===== src/rtl/pagewin_pkg.sv =====
package pagewin_pkg;

    localparam int CPU_AW  = 16;
    localparam int DATA_W  = 8;
    localparam int PAGE_W  = 8;
    localparam int OFF_W   = 14;
    localparam int PHYS_W  = PAGE_W + OFF_W;
    localparam int HI_W    = PHYS_W - 16;
    localparam int NUM_REG = 5;

    localparam logic [CPU_AW-1:0] WIN_FIRST = 16'h8000;
    localparam logic [CPU_AW-1:0] WIN_LAST  = 16'hBFFF;

    // register offsets from the register block base
    localparam logic [CPU_AW-1:0] OFS_BANK = 16'd0;
    localparam logic [CPU_AW-1:0] OFS_PHI  = 16'd1;
    localparam logic [CPU_AW-1:0] OFS_PMID = 16'd2;
    localparam logic [CPU_AW-1:0] OFS_PLO  = 16'd3;
    localparam logic [CPU_AW-1:0] OFS_PORT = 16'd4;

    typedef enum logic [2:0] {
        SEL_MEM,
        SEL_BANK,
        SEL_PHI,
        SEL_PMID,
        SEL_PLO,
        SEL_PORT
    } sel_e;

    typedef struct packed {
        logic              en;
        logic              we;
        logic [CPU_AW-1:0] addr;
        logic [DATA_W-1:0] wdata;
    } cpu_req_t;

    typedef struct packed {
        logic              en;
        logic              we;
        logic [PHYS_W-1:0] addr;
        logic [DATA_W-1:0] wdata;
    } mem_req_t;

    function automatic logic in_window(input logic [CPU_AW-1:0] a);
        return (a >= WIN_FIRST) && (a <= WIN_LAST);
    endfunction

    function automatic logic [PHYS_W-1:0] banked(input logic [PAGE_W-1:0] pg,
                                                 input logic [OFF_W-1:0]  ofs);
        return {pg, ofs};
    endfunction

    function automatic logic [PHYS_W-1:0] flat(input logic [CPU_AW-1:0] a);
        return {{(PHYS_W-CPU_AW){1'b0}}, a};
    endfunction

endpackage


===== src/rtl/pw_decode.sv =====
module pw_decode
    import pagewin_pkg::*;
#(
    parameter logic [15:0] REG_BASE = 16'h0070
) (
    input  logic [CPU_AW-1:0] addr,
    output sel_e              sel
);
    logic [CPU_AW-1:0] ofs;
    logic              in_blk;

    always_comb begin
        ofs    = addr - REG_BASE;
        in_blk = (addr >= REG_BASE) && (ofs < CPU_AW'(NUM_REG));
        sel    = SEL_MEM;
        if (in_blk) begin
            unique case (ofs)
                OFS_BANK: sel = SEL_BANK;
                OFS_PHI:  sel = SEL_PHI;
                OFS_PMID: sel = SEL_PMID;
                OFS_PLO:  sel = SEL_PLO;
                OFS_PORT: sel = SEL_PORT;
                default:  sel = SEL_MEM;
            endcase
        end
    end
endmodule


===== src/rtl/pw_bank_stack.sv =====
module pw_bank_stack #(
    parameter int DEPTH = 8,
    parameter int W     = 8
) (
    input  logic         clk,
    input  logic         rst,
    input  logic         push,
    input  logic         pop,
    input  logic [W-1:0] din,
    output logic [W-1:0] top,
    output logic         full,
    output logic         empty,
    output logic         err
);
    localparam int CNT_W = $clog2(DEPTH + 1);
    localparam int IDX_W = (DEPTH > 1) ? $clog2(DEPTH) : 1;

    logic [W-1:0]     store [DEPTH];
    logic [CNT_W-1:0] cnt;
    logic             push_ok, pop_ok;

    assign full    = (cnt == CNT_W'(DEPTH));
    assign empty   = (cnt == '0);
    assign push_ok = push && !full;
    assign pop_ok  = pop && !push && !empty;
    assign top     = empty ? '0 : store[IDX_W'(cnt - 1'b1)];

    always_ff @(posedge clk) begin
        if (push_ok) begin
            store[IDX_W'(cnt)] <= din;
        end
    end

    always_ff @(posedge clk) begin
        if (rst) begin
            cnt <= '0;
            err <= 1'b0;
        end else begin
            if (push_ok) begin
                cnt <= cnt + 1'b1;
            end else if (pop_ok) begin
                cnt <= cnt - 1'b1;
            end
            if ((push && full) || (pop && !push && empty)) begin
                err <= 1'b1;
            end
        end
    end
endmodule


===== src/rtl/pw_lin_ptr.sv =====
module pw_lin_ptr
    import pagewin_pkg::*;
(
    input  logic              clk,
    input  logic              rst,
    input  logic              ld_hi,
    input  logic              ld_mid,
    input  logic              ld_lo,
    input  logic              advance,
    input  logic [DATA_W-1:0] wdata,
    output logic [PHYS_W-1:0] ptr
);
    always_ff @(posedge clk) begin
        if (rst) begin
            ptr <= '0;
        end else if (advance) begin
            ptr <= ptr + 1'b1;
        end else begin
            if (ld_hi)  ptr[PHYS_W-1:16] <= wdata[HI_W-1:0];
            if (ld_mid) ptr[15:8]        <= wdata;
            if (ld_lo)  ptr[7:0]         <= wdata;
        end
    end
endmodule


===== src/rtl/pagewin_xlat.sv =====
module pagewin_xlat
    import pagewin_pkg::*;
#(
    parameter logic [15:0] REG_BASE  = 16'h0070,
    parameter int          STK_DEPTH = 8
) (
    input  logic        clk,
    input  logic        rst,
    input  logic        cpu_en,
    input  logic        cpu_we,
    input  logic [15:0] cpu_addr,
    input  logic [7:0]  cpu_wdata,
    output logic [7:0]  cpu_rdata,
    output logic        mem_en,
    output logic        mem_we,
    output logic [21:0] mem_addr,
    output logic [7:0]  mem_wdata,
    input  logic [7:0]  mem_rdata,
    input  logic        far_call,
    input  logic        far_ret,
    input  logic [7:0]  far_page,
    output logic [7:0]  page_o,
    output logic        stk_err
);
    cpu_req_t          req;
    mem_req_t          mreq;
    sel_e              sel;
    logic [PAGE_W-1:0] bank;
    logic [PAGE_W-1:0] stk_top;
    logic              stk_full, stk_empty;
    logic [PHYS_W-1:0] lptr;
    logic              wr_cyc, bank_wr, do_pop;

    assign req = '{en: cpu_en, we: cpu_we, addr: cpu_addr, wdata: cpu_wdata};

    pw_decode #(.REG_BASE(REG_BASE)) u_dec (
        .addr (req.addr),
        .sel  (sel)
    );

    assign do_pop = far_ret && !far_call;

    pw_bank_stack #(.DEPTH(STK_DEPTH), .W(PAGE_W)) u_stk (
        .clk   (clk),
        .rst   (rst),
        .push  (far_call),
        .pop   (do_pop),
        .din   (bank),
        .top   (stk_top),
        .full  (stk_full),
        .empty (stk_empty),
        .err   (stk_err)
    );

    assign wr_cyc = req.en && req.we;

    pw_lin_ptr u_ptr (
        .clk     (clk),
        .rst     (rst),
        .ld_hi   (wr_cyc && (sel == SEL_PHI)),
        .ld_mid  (wr_cyc && (sel == SEL_PMID)),
        .ld_lo   (wr_cyc && (sel == SEL_PLO)),
        .advance (req.en && (sel == SEL_PORT)),
        .wdata   (req.wdata),
        .ptr     (lptr)
    );

    assign bank_wr = wr_cyc && (sel == SEL_BANK) && !far_call && !far_ret;

    always_ff @(posedge clk) begin
        if (rst) begin
            bank <= '0;
        end else if (far_call) begin
            if (!stk_full) bank <= far_page;
        end else if (do_pop) begin
            if (!stk_empty) bank <= stk_top;
        end else if (bank_wr) begin
            bank <= req.wdata;
        end
    end

    always_comb begin
        mreq.wdata = req.wdata;
        unique case (sel)
            SEL_PORT: begin
                mreq.en   = req.en;
                mreq.addr = lptr;
            end
            SEL_MEM: begin
                mreq.en   = req.en;
                mreq.addr = in_window(req.addr) ? banked(bank, req.addr[OFF_W-1:0])
                                                : flat(req.addr);
            end
            default: begin
                mreq.en   = 1'b0;
                mreq.addr = flat(req.addr);
            end
        endcase
        mreq.we = mreq.en && req.we;
    end

    always_comb begin
        unique case (sel)
            SEL_BANK: cpu_rdata = bank;
            SEL_PHI:  cpu_rdata = DATA_W'(lptr[PHYS_W-1:16]);
            SEL_PMID: cpu_rdata = lptr[15:8];
            SEL_PLO:  cpu_rdata = lptr[7:0];
            default:  cpu_rdata = mem_rdata;
        endcase
    end

    assign mem_en    = mreq.en;
    assign mem_we    = mreq.we;
    assign mem_addr  = mreq.addr;
    assign mem_wdata = mreq.wdata;
    assign page_o    = bank;
endmodule


===== config.mk =====
export PLATFORM = sky130hd
export DESIGN_NAME = pagewin_xlat
export DESIGN_NICKNAME = d
export VERILOG_FILES = /design/src/rtl/pagewin_pkg.sv /design/src/rtl/pw_decode.sv /design/src/rtl/pw_bank_stack.sv /design/src/rtl/pw_lin_ptr.sv /design/src/rtl/pagewin_xlat.sv
export SDC_FILE = /design/constraint.sdc
export NUM_CORES = 1
export LEC_CHECK = 0
export ABC_AREA = 1
export BUFFER_PORTS_ARGS = -buffer_cell sky130_fd_sc_hd__clkbuf_2
export CORE_MARGIN = 2
export CORE_UTILIZATION = 40
export DETAILED_ROUTE_END_ITERATION = 7
export PLACE_DENSITY = 0.67
export REMOVE_ABC_BUFFERS = 1
export SYNTH_ARGS = -nofsm -noshare
export SYNTH_HDL_FRONTEND = slang
export SYNTH_SLANG_ARGS = --single-unit

===== constraint.sdc =====
create_clock -name clk -period 3.13 [get_ports clk]
set_input_delay 0.313 -clock clk [delete_from_list [all_inputs] [get_ports clk]]
set_output_delay 0.313 -clock clk [all_outputs]
set_load 0.005 [all_outputs]

**Word-level counts from Yosys, hierarchy flattened**

Memory sizes are Yosys's and may differ from the RTL's.
Cells that the tools add are included.

- Add/subtract/negate cells: 4
- Magnitude comparators: 4
- Eq/ne operators: 12
- Multiplexer cells: 19
- Reduce and logical (&&, ||, !) cells: 32

Operators by type and width:

| operator | number |
|---|---|
| two-way mux 8 bit | 7 |
| two-way mux 22 bit | 2 |
| case mux 22 bit (2 select lines) | 1 |
| equality test 16 x 2 -> 1 bit, second input constant | 2 |
| case mux 8 bit (4 select lines) | 1 |
| adder 22 x 1 -> 22 bit, second input constant | 1 |
| logical AND 1 bit | 17 |
| equality test 16 x 1 -> 1 bit, second input constant | 1 |
| equality test 16 x 3 -> 1 bit, second input constant | 1 |
| greater-or-equal comparator 16 bit, second input constant | 1 |
| greater-or-equal comparator 16 x 7 -> 1 bit, second input constant | 1 |
| less-or-equal comparator 16 bit, second input constant | 1 |
| zero test 16 bit | 1 |
| < comparator 16 x 3 -> 1 bit, second input constant | 1 |
| subtractor 16 x 7 -> 16 bit, second input constant | 1 |
| case mux 3 bit (5 select lines) | 1 |
| two-way mux 4 bit | 2 |
| nonzero test 2 bit | 4 |
| equality test 3 x 2 -> 1 bit, second input constant | 2 |
| equality test 3 bit, second input constant | 2 |
| two-way mux 6 bit | 1 |
| adder 4 x 1 -> 4 bit, second input constant | 1 |
| equality test 4 bit, second input constant | 1 |
| zero test 1 bit | 4 |
| 12 further kinds | 14 |

- Bits in registers: 35
- Memory bits (writable): 64
- Bits of input ports: 46
- Output and inout bits: 49
- Word-level logic and storage cells: 78
- Memories kept: 1

Memories:

| name | words | width | read ports | clocked after Yosys merged registers in | wr ports | RTL line | source |
|---|---|---|---|---|---|---|---|
| u_stk.store | 8 | 8 | 1 | 0 | 1 | pw_bank_stack.sv:18 | `logic [W-1:0] store [DEPTH];` |

**Longest topological paths before layout**

- Word-level depth: 11
- Mapped depth: 13
- Depth with buffers taken out: 13

**Cells and area by module**

From an unflattened synthesis, not the netlist that was laid out.

- Cell total of the unflattened synthesis: 783
- Area, all modules: 5925.7 µm²

Modules (own cells, without submodules):

| module | instances | cells each | area each (µm²) | sequential area each (µm²) |
|---|---|---|---|---|
| pw_bank_stack | 1 | 255 | 2931.6 | 2021.9 |
| pw_lin_ptr | 1 | 238 | 1496.4 | 440.4 |
| pagewin_xlat | 1 | 256 | 1343.8 | 160.2 |
| pw_decode | 1 | 34 | 153.9 | 0.0 |

**Worst setup path before layout**

No wires, ideal clock.

- Kind: reg2reg
- From: reg u_stk.cnt[0]
- To: mem u_stk.store[2][0] (enable)
- Library setup time: 0.383 ns
- Arrival: 2.036 ns
- Data required time: 2.747 ns
- Path slack: 0.711 ns
- Stages on the path, launching flop included: 9
- Buffers on the path: 3
- Clock period less this slack: 2.419 ns
- Cell sequence: dfxtp_1 > buf_2 > inv_1 > buf_1 > ha_1 > nand2_1 > o21ai_0 > clkbuf_1 > nor3_1

- Cells in the longest elaborated chain, start to end: 5

Ends and longest elaborated chain:

| item | RTL line | source |
|---|---|---|
| from (decl) | pw_bank_stack.sv:19 | `logic [CNT_W-1:0] cnt;` |
| from (signal assigned) | pw_bank_stack.sv:40 | `cnt <= cnt + 1'b1;` |
| from (signal assigned) | pw_bank_stack.sv:42 | `cnt <= cnt - 1'b1;` |
| equality test 4 bit | pw_bank_stack.sv:22 | `assign full = (cnt == CNT_W'(DEPTH));` |
| zero test 1 bit | pw_bank_stack.sv:24 | `assign push_ok = push && !full;` |
| logical AND 1 bit | pw_bank_stack.sv:24 |  |
| two-way mux 1 bit | pw_bank_stack.sv:29 | `if (push_ok) begin` |
| two-way mux 1 bit (implied by the code) | pw_bank_stack.sv:30 | `store[IDX_W'(cnt)] <= din;` |
| to (decl) | pw_bank_stack.sv:18 |  |

Several ways; a longest one is shown, not always the timed one.

**Worst setup path in the final report**

- From: in cpu_addr[12]
- To: out cpu_rdata[0]

- Cells in the longest elaborated chain, start to end: 6
- Elaborated cells between the ends (all ways): 16

Ends and longest elaborated chain:

| item | RTL line | source |
|---|---|---|
| from (decl) | pagewin_xlat.sv:11 | `input logic [15:0] cpu_addr,` |
| subtractor 16 x 7 -> 16 bit | pw_decode.sv:13 | `ofs = addr - REG_BASE;` |
| < comparator 16 x 3 -> 1 bit, or another cell as far along | pw_decode.sv:14 | `in_blk = (addr >= REG_BASE) && (ofs < CPU_AW'(NUM_REG));` |
| logical AND 1 bit / case mux 3 bit (5 select lines) (equally long branches) | pw_decode.sv:14, pw_decode.sv:17 |  |
| two-way mux 3 bit (*) | pw_decode.sv:16 | `if (in_blk) begin` |
| equality test 3 bit, or another cell as far along | pagewin_xlat.sv:103 | `unique case (sel)` |
| case mux 8 bit (4 select lines) (*) | pagewin_xlat.sv:103 |  |
| to (decl) | pagewin_xlat.sv:13 | `output logic [7:0] cpu_rdata,` |

Mark *: on every way between the ends. The rest lies on a longest branch, timed or not.

==> flow_summary.toml <==
[run_status]
outcome = "complete, no violations"

[drt]
drc = 0
routedWlPerCell_microns = 16.4
first_pass_iters = 5
num_vias = 5096
ant_nets = 0
wirelength_microns = 15600
drt-vias-per-instance = 5.35
drt_iter0_markers = 348

[timing]
min_period_ps = 2460
slew_viol_final = 0
hold_viol_final = 0
setup_viol = 0
fin_worst_skew_ps = 4.64
tns_ps = 0
whs_ps = 149
relSlewSlack = 0.340
timing.final.crit_share = 0.784
fmax_ghz = 0.407
fin_ws_ps = 675
rsz0062_at_grt = "false"
tightestPinTransition_ps = 990

[worst_hold_path]
whs_path_depth = 2
worstHoldStart = "rst"
hold_path_end = "u_stk.cnt[2]"
min_path_type = "in -> reg"

[synthesis]
synthArstFlopShare = 0
synth_compound_area_frac = 0.180
synth_top_family_by_area = "simple AND/OR/NAND/NOR gates"
ys_seq_elements = 99
syn_avg_cell_area_sq_um = 7.96
syn_inst = 691
synthMuxAreaShare = 0.00205
syn_area_sq_um = 5500
ys.flop_type = "edfxtp_1"
synth_simple_gate_area_frac = 0.249
yosysWarnings = 0
synth-seq-area-share = 0.477
synth_area_leaders = "edfxtp_1 35%, dfxtp_1 13%, o21ai_0 9.2%"
synth_xor_area_frac = 0.0112
synth_top_area_share = 0.350
synth-edff-count = 64
synth_fa_ha_area_frac = 0.00683
yosysTopAreaCell = "edfxtp_1"
synthDistinctLibCells = 36

[placed_design]
dp_hpwl_microns = 11300
port_buffers = 94
placed_cell_area_sq_um = 6080
gp_congestion = 1.00
pre_cts_ws_ps = 696

[floorplan]
ios = 95
initial_core_util = 0.412
num_rows = 42
core_sq_um = 13300
dieHeight_microns = 121
dieArea_sq_um = 14700
die_w_microns = 121

[critical_path]
startpoint_type = "input port"
r2r-end = "u_stk.store[3][6]"
worst_ep_required_time_ps = 2820
cp_num_buf_inv = 4
critical-path-slowest-cell = "inv_1"
crit_top_cell = "nor2_1"
cp_max_fo = 16
crit_arrival_ps = 2140
regToRegSetupSlack_ps = 830
crit_family = "simple AND/OR/NAND/NOR gates"
endpoint_kind = "primary output"
critPathKind = "in -> out"
crit_path_max_incr_delay_ps = 410
reg2reg_depth = 8
path_cells = "clkbuf_2 -> nor2_1 -> nand2_1 -> nor2_1 -> nand4_4 -> inv_1 -> nand2_1 -> inv_1 -> o21ai_0 -> nor2_1 -> nor2_1 -> clkbuf_2"
r2r-start = "u_stk.cnt[1]"

[clocking]
insertion_delay_ps = 340
cts_resized = 0
cts_tree = "done"
postCtsHoldBufs = 0
cts_made_buffers = 9
cts_setup_buffers = 0
clock-sinks = 99
clk_pin_slew_ps = 70
cts_max_level = 3
clock_path_buffers = 2
clock-root-buffer = "clkbuf_16"

[global_route]
grt_pass1_vias = 4710
grt.total_usage = 0.216
grt_antenna_before_repair = 0
grt_pass1_wl_microns = 24600
grt_max_degree = 39
grt_overflow_total = 0

[layout]
area_growth_pct = 15.7
design_area_sq_um = 6360
diodes = 0
fin_nets = 821
fillers = 1382
drive_above_1_share = 0.185
post-route-util = 0.477

[pwr]
peakVddDrop_mv = 0.275
power_density_nw_per_um2 = 492
leakagePower_nw = 2.52

[run]
maxCapViolCount = 0
[state kept, by name (all words and copies together) (netlist names)]
signal,cells
u_stk.cnt,4
page_o,8
u_stk.err,1
u_stk.store,64
u_ptr.ptr,22
[stage by stage]
stage / total power [mW] / std cells
5_1_grt: 3.28 / 953
6_report: 3.13 / 953
3_5_place_dp: 2.11 / 937
2_1_floorplan: 1.87 / 659
3_3_place_gp: 2.10 / 937
4_1_cts: 3.15 / 953
[final cells by class]
cell class / instances / area, sq um / area share
Inverter: 64 / 240 / 0.0378
Clock inverter: 6 / 48.8 / 0.00767
Tap cell: 176 / 220 / 0.0346
Clock buffer: 10 / 229 / 0.0360
Sequential cell: 99 / 2620 / 0.412
Timing Repair Buffer: 102 / 531 / 0.0834
Multi-Input combinational cell: 496 / 2470 / 0.388
[power breakdown]
part	internal, mW	total (mW)	switching [mW]
Combinational	0.187	0.537	0.350
Clock	0.548	1.05	0.503
Sequential	1.48	1.54	0.0630
[routing by layer]
layer | GRT usage | share of wire | vias up
li1 | - | - | 2508
met1 | 0.277 | 0.43 | 2385
met2 | 0.372 | 0.49 | 171
met3 | 0.0338 | 0.049 | 32
met4 | 0.0718 | 0.025 | 0
met5 | 0 | 0 | -
[how the worst max path moves through the flow]
stage                             from                end  slack [ps]  cells past startpoint
after global placement    cpu_addr[12]       cpu_rdata[0]         690                     12
after CTS                 cpu_addr[12]       cpu_rdata[5]         670                     12
after floorplan           u_stk.cnt[0]  u_stk.store[2][0]         -60                      5
final                     cpu_addr[12]       cpu_rdata[0]         670                     12
after detailed placement  cpu_addr[12]       cpu_rdata[0]         700                     12
after global routing      cpu_addr[12]       cpu_rdata[0]         490                     12
[layout by cell type, fill, tap and decap left out, drive strengths merged]
cell | Yosys | routed
mux2 | 1 | 1
o21ai | 121 | 121
a21oi | 28 | 28
o21bai | 5 | 5
inv | 63 | 65
nand3b | 2 | 2
clkinv | 1 | 3
nand2 | 113 | 113
nand3 | 35 | 35
o21a | 1 | 1
buf | 15 | 8
edfxtp | 64 | 64
clkbuf | 17 | 104
clkinvlp | 0 | 2
o211ai | 23 | 23
xor2 | 5 | 5
ha | 3 | 3
xnor2 | 2 | 2
a31oi | 2 | 2
nor2 | 135 | 135
dfxtp | 35 | 35
nor3 | 13 | 13
nand4 | 7 | 7
[cells by family (layout without fill, tap and decap cells)]
kind of cell,Yosys count,in the layout
AND/OR/NAND/NOR,305,305
AO/OA/AOI/OAI,180,180
flip-flops,99,99
buffers and inverters,96,182
XOR/XNOR,7,7
adder cells (fa/ha/maj),3,3
multiplexers,1,1
[cells in the mapped netlist, types with 5 or more instances]
cell type  number
nor2_1        128
nand2_1       106
o21ai_0       101
edfxtp_1       64
inv_1          59
dfxtp_1        35
nand3_1        33
a21oi_1        26
o211ai_1       23
o21ai_1        20
clkbuf_1       17
nor3_1         11
buf_4           9
nand2_2         7
nand4_1         5
nor2_4          5
o21bai_1        5
xor2_1          5
[worst reg2reg max path, cell delays in order, from the launching register on]
cell     delay, ps
dfxtp_1        440
inv_1           90
ha_1           220
nand2_1        120
o21ai_0        100
buf_4          200
nor2_1         120
inv_1           70
nor2_1         580
No activity file was read; power rests on OpenSTA's default activity.
